--- config.mk ---
export PLATFORM = sky130hd
export DESIGN_NAME = irqc_top
export DESIGN_NICKNAME = d
export VERILOG_FILES = /design/src/rtl/irqc_pkg.sv /design/src/rtl/irqc_pin_qual.sv /design/src/rtl/irqc_pick.sv /design/src/rtl/irqc_top.sv
export SDC_FILE = /design/constraint.sdc
export NUM_CORES = 1
export LEC_CHECK = 0
export CORE_MARGIN = 1
export CORE_UTILIZATION = 50
export CTS_CLUSTER_DIAMETER = 100
export DETAILED_ROUTE_END_ITERATION = 10
export PLACE_DENSITY = 0.79
export SLEW_MARGIN = 10
export SYNTH_ARGS = -nofsm -noshare
export SYNTH_HDL_FRONTEND = slang
export SYNTH_SLANG_ARGS = --single-unit
--- constraint.sdc ---
create_clock -name clk -period 2.9 [get_ports clk]
set_input_delay 0.29 -clock clk [delete_from_list [all_inputs] [get_ports clk]]
set_output_delay 0.29 -clock clk [all_outputs]
set_load 0.01 [all_outputs]
--- src/rtl/irqc_pkg.sv ---
package irqc_pkg;
  localparam int NSRC  = 4;
  localparam int NPIN  = 2;
  localparam int NTMR  = NSRC - NPIN;
  localparam int IDW   = $clog2(NSRC);

  typedef logic [IDW-1:0] src_t;

  // Ranking tables, rank 0 in the low two bits
  function automatic src_t rank_src(input logic [2:0] sel, input int rank);
    logic [7:0] word;
    case (sel)
      3'd1:    word = 8'hB1;
      3'd2:    word = 8'h4E;
      3'd3:    word = 8'h1B;
      3'd4:    word = 8'hD8;
      3'd5:    word = 8'h27;
      default: word = 8'hE4;
    endcase
    return src_t'(word >> (2 * rank));
  endfunction

  // Vector slot (in 16-bit words) for each source; slots 0 and 3 are reserved
  function automatic int vec_slot(input src_t id);
    case (id)
      2'd0:    return 1;
      2'd1:    return 2;
      2'd2:    return 4;
      default: return 5;
    endcase
  endfunction
endpackage

--- src/rtl/irqc_pin_qual.sv ---
module irqc_pin_qual #(
  parameter int MIN_HIGH = 3
) (
  input  logic clk,
  input  logic rst,
  input  logic pin,
  output logic fall_evt
);
  localparam int CW = $clog2(MIN_HIGH + 1);

  logic          s1_q, s2_q, prev_q;
  logic [CW-1:0] hi_cnt_q;

  always_ff @(posedge clk) begin
    if (rst) begin
      s1_q     <= 1'b0;
      s2_q     <= 1'b0;
      prev_q   <= 1'b0;
      hi_cnt_q <= '0;
    end else begin
      s1_q   <= pin;
      s2_q   <= s1_q;
      prev_q <= s2_q;
      if (!s2_q)
        hi_cnt_q <= '0;
      else if (hi_cnt_q != CW'(MIN_HIGH))
        hi_cnt_q <= hi_cnt_q + 1'b1;
    end
  end

  // fall counts only after MIN_HIGH qualified high cycles
  assign fall_evt = prev_q && !s2_q && (hi_cnt_q == CW'(MIN_HIGH));
endmodule

--- src/rtl/irqc_pick.sv ---
module irqc_pick
  import irqc_pkg::*;
(
  input  logic [NSRC-1:0] cand,
  input  logic [2:0]      sel,
  output logic            valid,
  output src_t            id
);
  always_comb begin
    valid = 1'b0;
    id    = '0;
    // Walk from the last rank to the first so the first rank wins
    for (int r = NSRC - 1; r >= 0; r--) begin
      if (cand[rank_src(sel, r)]) begin
        valid = 1'b1;
        id    = rank_src(sel, r);
      end
    end
  end
endmodule

--- src/rtl/irqc_top.sv ---
module irqc_top
  import irqc_pkg::*;
#(
  parameter int VEC_W    = 12,
  parameter int VEC_BASE = 0,
  parameter int MIN_HIGH = 3
) (
  input  logic             clk,
  input  logic             rst,
  input  logic [1:0]       pin_in,
  input  logic [1:0]       tmr_done,
  input  logic             cfg_we,
  input  logic [1:0]       cfg_addr,
  input  logic [7:0]       cfg_wdata,
  input  logic             irq_ack,
  output logic [3:0]       irq_pend,
  output logic             irq_valid,
  output logic [1:0]       irq_id,
  output logic [VEC_W-1:0] irq_vec
);
  localparam logic [1:0] A_REQ = 2'd0;
  localparam logic [1:0] A_EN  = 2'd1;
  localparam logic [1:0] A_PRI = 2'd2;
  localparam int         GIE_BIT = 7;

  logic [NSRC-1:0] req_q, req_n, en_q, en_n, evt;
  logic            gie_q, gie_n, ack_hit, win_v;
  logic [2:0]      pri_q, pri_n;
  src_t            win_id;

  genvar g;
  generate
    for (g = 0; g < NPIN; g++) begin : g_pin
      irqc_pin_qual #(.MIN_HIGH(MIN_HIGH)) u_qual (
        .clk(clk), .rst(rst), .pin(pin_in[g]), .fall_evt(evt[g])
      );
    end
    for (g = 0; g < NTMR; g++) begin : g_tmr
      assign evt[NPIN + g] = tmr_done[g];
    end
  endgenerate

  assign ack_hit = irq_ack && irq_valid;    // ack ignored unless valid

  always_comb begin
    req_n = (cfg_we && cfg_addr == A_REQ) ? cfg_wdata[NSRC-1:0] : req_q;
    en_n  = (cfg_we && cfg_addr == A_EN)  ? cfg_wdata[NSRC-1:0] : en_q;
    gie_n = (cfg_we && cfg_addr == A_EN)  ? cfg_wdata[GIE_BIT]  : gie_q;
    pri_n = (cfg_we && cfg_addr == A_PRI) ? cfg_wdata[2:0]      : pri_q;
    if (ack_hit) begin
      req_n[irq_id] = 1'b0;
      gie_n         = 1'b0;
    end
    req_n = req_n | evt;   // events set, masking never clears
  end

  irqc_pick u_pick (
    .cand(req_n & en_n & {NSRC{gie_n}}),
    .sel(pri_n),
    .valid(win_v),
    .id(win_id)
  );

  always_ff @(posedge clk) begin
    if (rst) begin
      req_q     <= '0;
      en_q      <= '0;
      gie_q     <= 1'b0;
      pri_q     <= '0;
      irq_valid <= 1'b0;
      irq_id    <= '0;
      irq_vec   <= VEC_W'(VEC_BASE);
    end else begin   // outputs follow next-state on the same edge
      req_q     <= req_n;
      en_q      <= en_n;
      gie_q     <= gie_n;
      pri_q     <= pri_n;
      irq_valid <= win_v;
      irq_id    <= win_id;
      irq_vec   <= VEC_W'(VEC_BASE + 2 * vec_slot(win_id));
    end
  end

  assign irq_pend = req_q;
endmodule

==> out/qor.yml <==
hp-class: "reg2reg"
clk_latency_ps: 330
post_cts_buffers: 0
fin_crit_ps: 2680
cts_buffers: 3
cts_hold_buf: 0
cp_max_fo: 8
crit_arrival_ps: 2880
p_leak_nw: 0.923
status: "completed"
syn2layout_area_growth_pct: 27.0
setup_viol: 0
p_per_area_nw_per_um2: 371
ys.flop_type: "dfxtp_1"
cts-root-buf: "clkbuf_4"
critPathKind: "in2reg"
port-buffer-count: 24
ys_top_cells_by_area: "dfxtp_1 32%, buf_4 4.3%, nand2_1 4.1%, a21oi_1 3.7%, ha_1 3.6%"
drtAntennaViolNets: 0
drt-pass1-iter-count: 5
cts_resized: 0
synth_enable_flop_cells: 0
grt_max_degree: 25
syn_avg_cell_area_um2: 8.75
worst_path_largest_cell_delay_ps: 610
final_nets: 269
cap_violations: 0
syn-cell-area_um2: 1760
slew_viol_final: 0
viasPerCell: 5.59
ys_types: 55
die_y_um: 61.3
cp-start-kind: "input port"
groute.usage.overall: 0.221
min_period_over_period: 0.923
r2r_start: "g_pin[1].u_qual.hi_cnt_q[0]$_SDFFE_PP0N_"
internal-power_mw: 0.624
ys_warn_count: 0
synth-seq-cells: 28
reg2reg_to: "irq_vec[1]$_SDFF_PP0_"
path_clk_slew_ps: 150
drive_gt1_frac: 0.196
diodes: 0
ys_async_sr_fraction: 0
synth.most_common_cell: "dfxtp_1"
wl_per_cell_um: 13.3
regToRegSetupSlack_ps: 320
fp.dieW_um: 61.3
wl_um: 3880
crit_end: "irq_vec[3]$_SDFF_PP0_"
die_area_um2: 3760
gr-total-overflow: 0
grt_antenna_before_repair: 0
initial_core_util: 0.523
critPathBufInv: 3
drc_errors: 0
gp_congestion: 0.850
yosysSeqAreaShare: 0.319
clock_sinks: 28
p_comb_frac: 0.195
slowest_stage: "o41ai_1"
rows: 21
slew_headroom: 0.382
grt_pass1_wl_um: 6290
ys_top_cells_by_count: "28 x dfxtp_1, 19 x nand2_1, 14 x nor2_1, 13 x a21oi_1, 10 x buf_4"
cts_max_path_buffers: 2
cts_tree: "done"
synth_cells: 201
hold_slack_ps: 459
crit_start: "cfg_addr[0]"
p_clk_frac: 0.309
critical-path-top-delay-family: "compound AO/OA/AOI/OAI gates"
synth_top_area_share: 0.319
final-hold-violation-count: 0
fmax_ghz: 0.374
worstSetupPathDepth: 11
fin_skew_ps: 4.26
ir_worst_vdd_uv: 208
netSwitchingFraction: 0.249
crit_required_ps: 3100
post-dp-hpwl_um: 3020
tightest_slew_ps: 925
drt_iter0_markers: 120
path_cells: "clkdlybuf4s50_1, nand3b_1, buf_4, o41ai_1, a222oi_1, nand4_1, buf_4, a31oi_1, ha_1, nor2_1, nor2_1"
r2r.worst_path.cells: 9
rsz0062_at_grt: "no"
power_mw: 0.830
yosysTopAreaCell: "dfxtp_1"
grt_pass1_vias: 1448
p_sw_mw: 0.206
setup_ws_ps: 224
num_vias: 1626
pin_count: 37
core-area_um2: 3360
p_seq_frac: 0.496
cts-htree-levels: 1
pre_cts_ws_ps: -116
critPathCaptureType: "register"
==> layout make-up <==
type | count | area, um2
Clock buffer | 3 | 22.5
Clock inverter | 1 | 30.0
Fill cell | 283 | 1130
Inverter | 5 | 18.8
Multi-Input combinational cell | 156 | 1090
Sequential cell | 28 | 561
Tap cell | 46 | 57.6
Timing Repair Buffer | 52 | 450
==> cells by family (layout without fill, tap and decap cells) <==
family,after synthesis,in the layout,synth area share
adders and majority gates,5,5,0.0356
DFF,28,28,0.319
other,1,9,0.00213
buffers and inverters,25,61,0.0761
muxes,5,5,0.0285
xor gates and xnor gates,6,6,0.0299
AOI/OAI and AO/OA,51,51,0.248
and+or+nand+nor,80,80,0.261
==> layer usage <==
| layer | vias up | global-route usage | wire length (um) |
|---|---|---|---|
| met5 | - | 0 | 0 |
| met4 | 0 | 0.0747 | 40 |
| met3 | 6 | 0.0147 | 108 |
| met2 | 35 | 0.380 | 1900 |
| met1 | 772 | 0.294 | 1830 |
| li1 | 813 | - | - |
==> power by group through the flow <==
| stage | registers (mW) | logic, mW | clock network [mW] |
|---|---|---|---|
| 5_1_grt | 0.414 | 0.178 | 0.278 |
| 3_5_place_dp | 0.420 | 0.161 | 0 |
| 3_3_place_gp | 0.420 | 0.158 | 0 |
| 2_1_floorplan | 0.420 | 0.0940 | 0 |
| 6_report | 0.412 | 0.162 | 0.256 |
| 4_1_cts | 0.412 | 0.162 | 0.261 |
==> stage by stage <==
step	instances	utilization	TNS (ps)	instance area (um2)
after detailed placement	287	0.649	-262	2180
after global routing	291	0.664	0	2230
final	291	0.664	0	2230
after global placement	287	0.649	-139	2180
after floorplan	209	-	0	1790
after CTS	291	0.664	0	2230
==> flip-flops by register name (all words and copies together), names as in the netlist, 2 cells and up <==
name and cells:
irq_vec 3, g_pin.u_qual.prev_q 2, g_pin.u_qual.hi_cnt_q 4, g_pin.u_qual.s2_q 2
g_pin.u_qual.s1_q 2, pri_q 3, irq_id 2, en_q 4
irq_pend 4
==> placed cells by master (no fill, tap or decap), drive strengths merged, types with 4 or more instances in the layout <==
| cell | synthesis | layout |
|---|---|---|
| nand4 | 9 | 9 |
| a21oi | 13 | 13 |
| nor2 | 14 | 14 |
| nand2 | 19 | 19 |
| xor2 | 4 | 4 |
| ha | 5 | 5 |
| and3b | 5 | 5 |
| a22oi | 4 | 4 |
| conb | 1 | 9 |
| dfxtp | 28 | 28 |
| mux2i | 5 | 5 |
| buf | 13 | 28 |
| a211oi | 9 | 9 |
| clkdlybuf4s50 | 0 | 24 |
| inv | 5 | 5 |
| nor3 | 5 | 5 |
| nor2b | 8 | 8 |
==> worst min path at each step <==
stage | endpoint | slack [ps] | from | depth (start not counted)
after detailed placement | g_pin[1].u_qual.s2_q$_SDFF_PP0_ | 430 | g_pin[1].u_qual.s1_q$_SDFF_PP0_ | 1
after CTS | g_pin[1].u_qual.s2_q$_SDFF_PP0_ | 460 | g_pin[1].u_qual.s1_q$_SDFF_PP0_ | 1
after floorplan | irq_vec[1]$_SDFF_PP0_ | 360 | rst | 1
after global routing | g_pin[1].u_qual.s2_q$_SDFF_PP0_ | 480 | g_pin[1].u_qual.s1_q$_SDFF_PP0_ | 1
final | g_pin[1].u_qual.s2_q$_SDFF_PP0_ | 460 | g_pin[1].u_qual.s1_q$_SDFF_PP0_ | 1
after global placement | g_pin[0].u_qual.s2_q$_SDFF_PP0_ | 420 | g_pin[0].u_qual.s1_q$_SDFF_PP0_ | 1
Note: power is estimated with default switching activity, not from simulation.
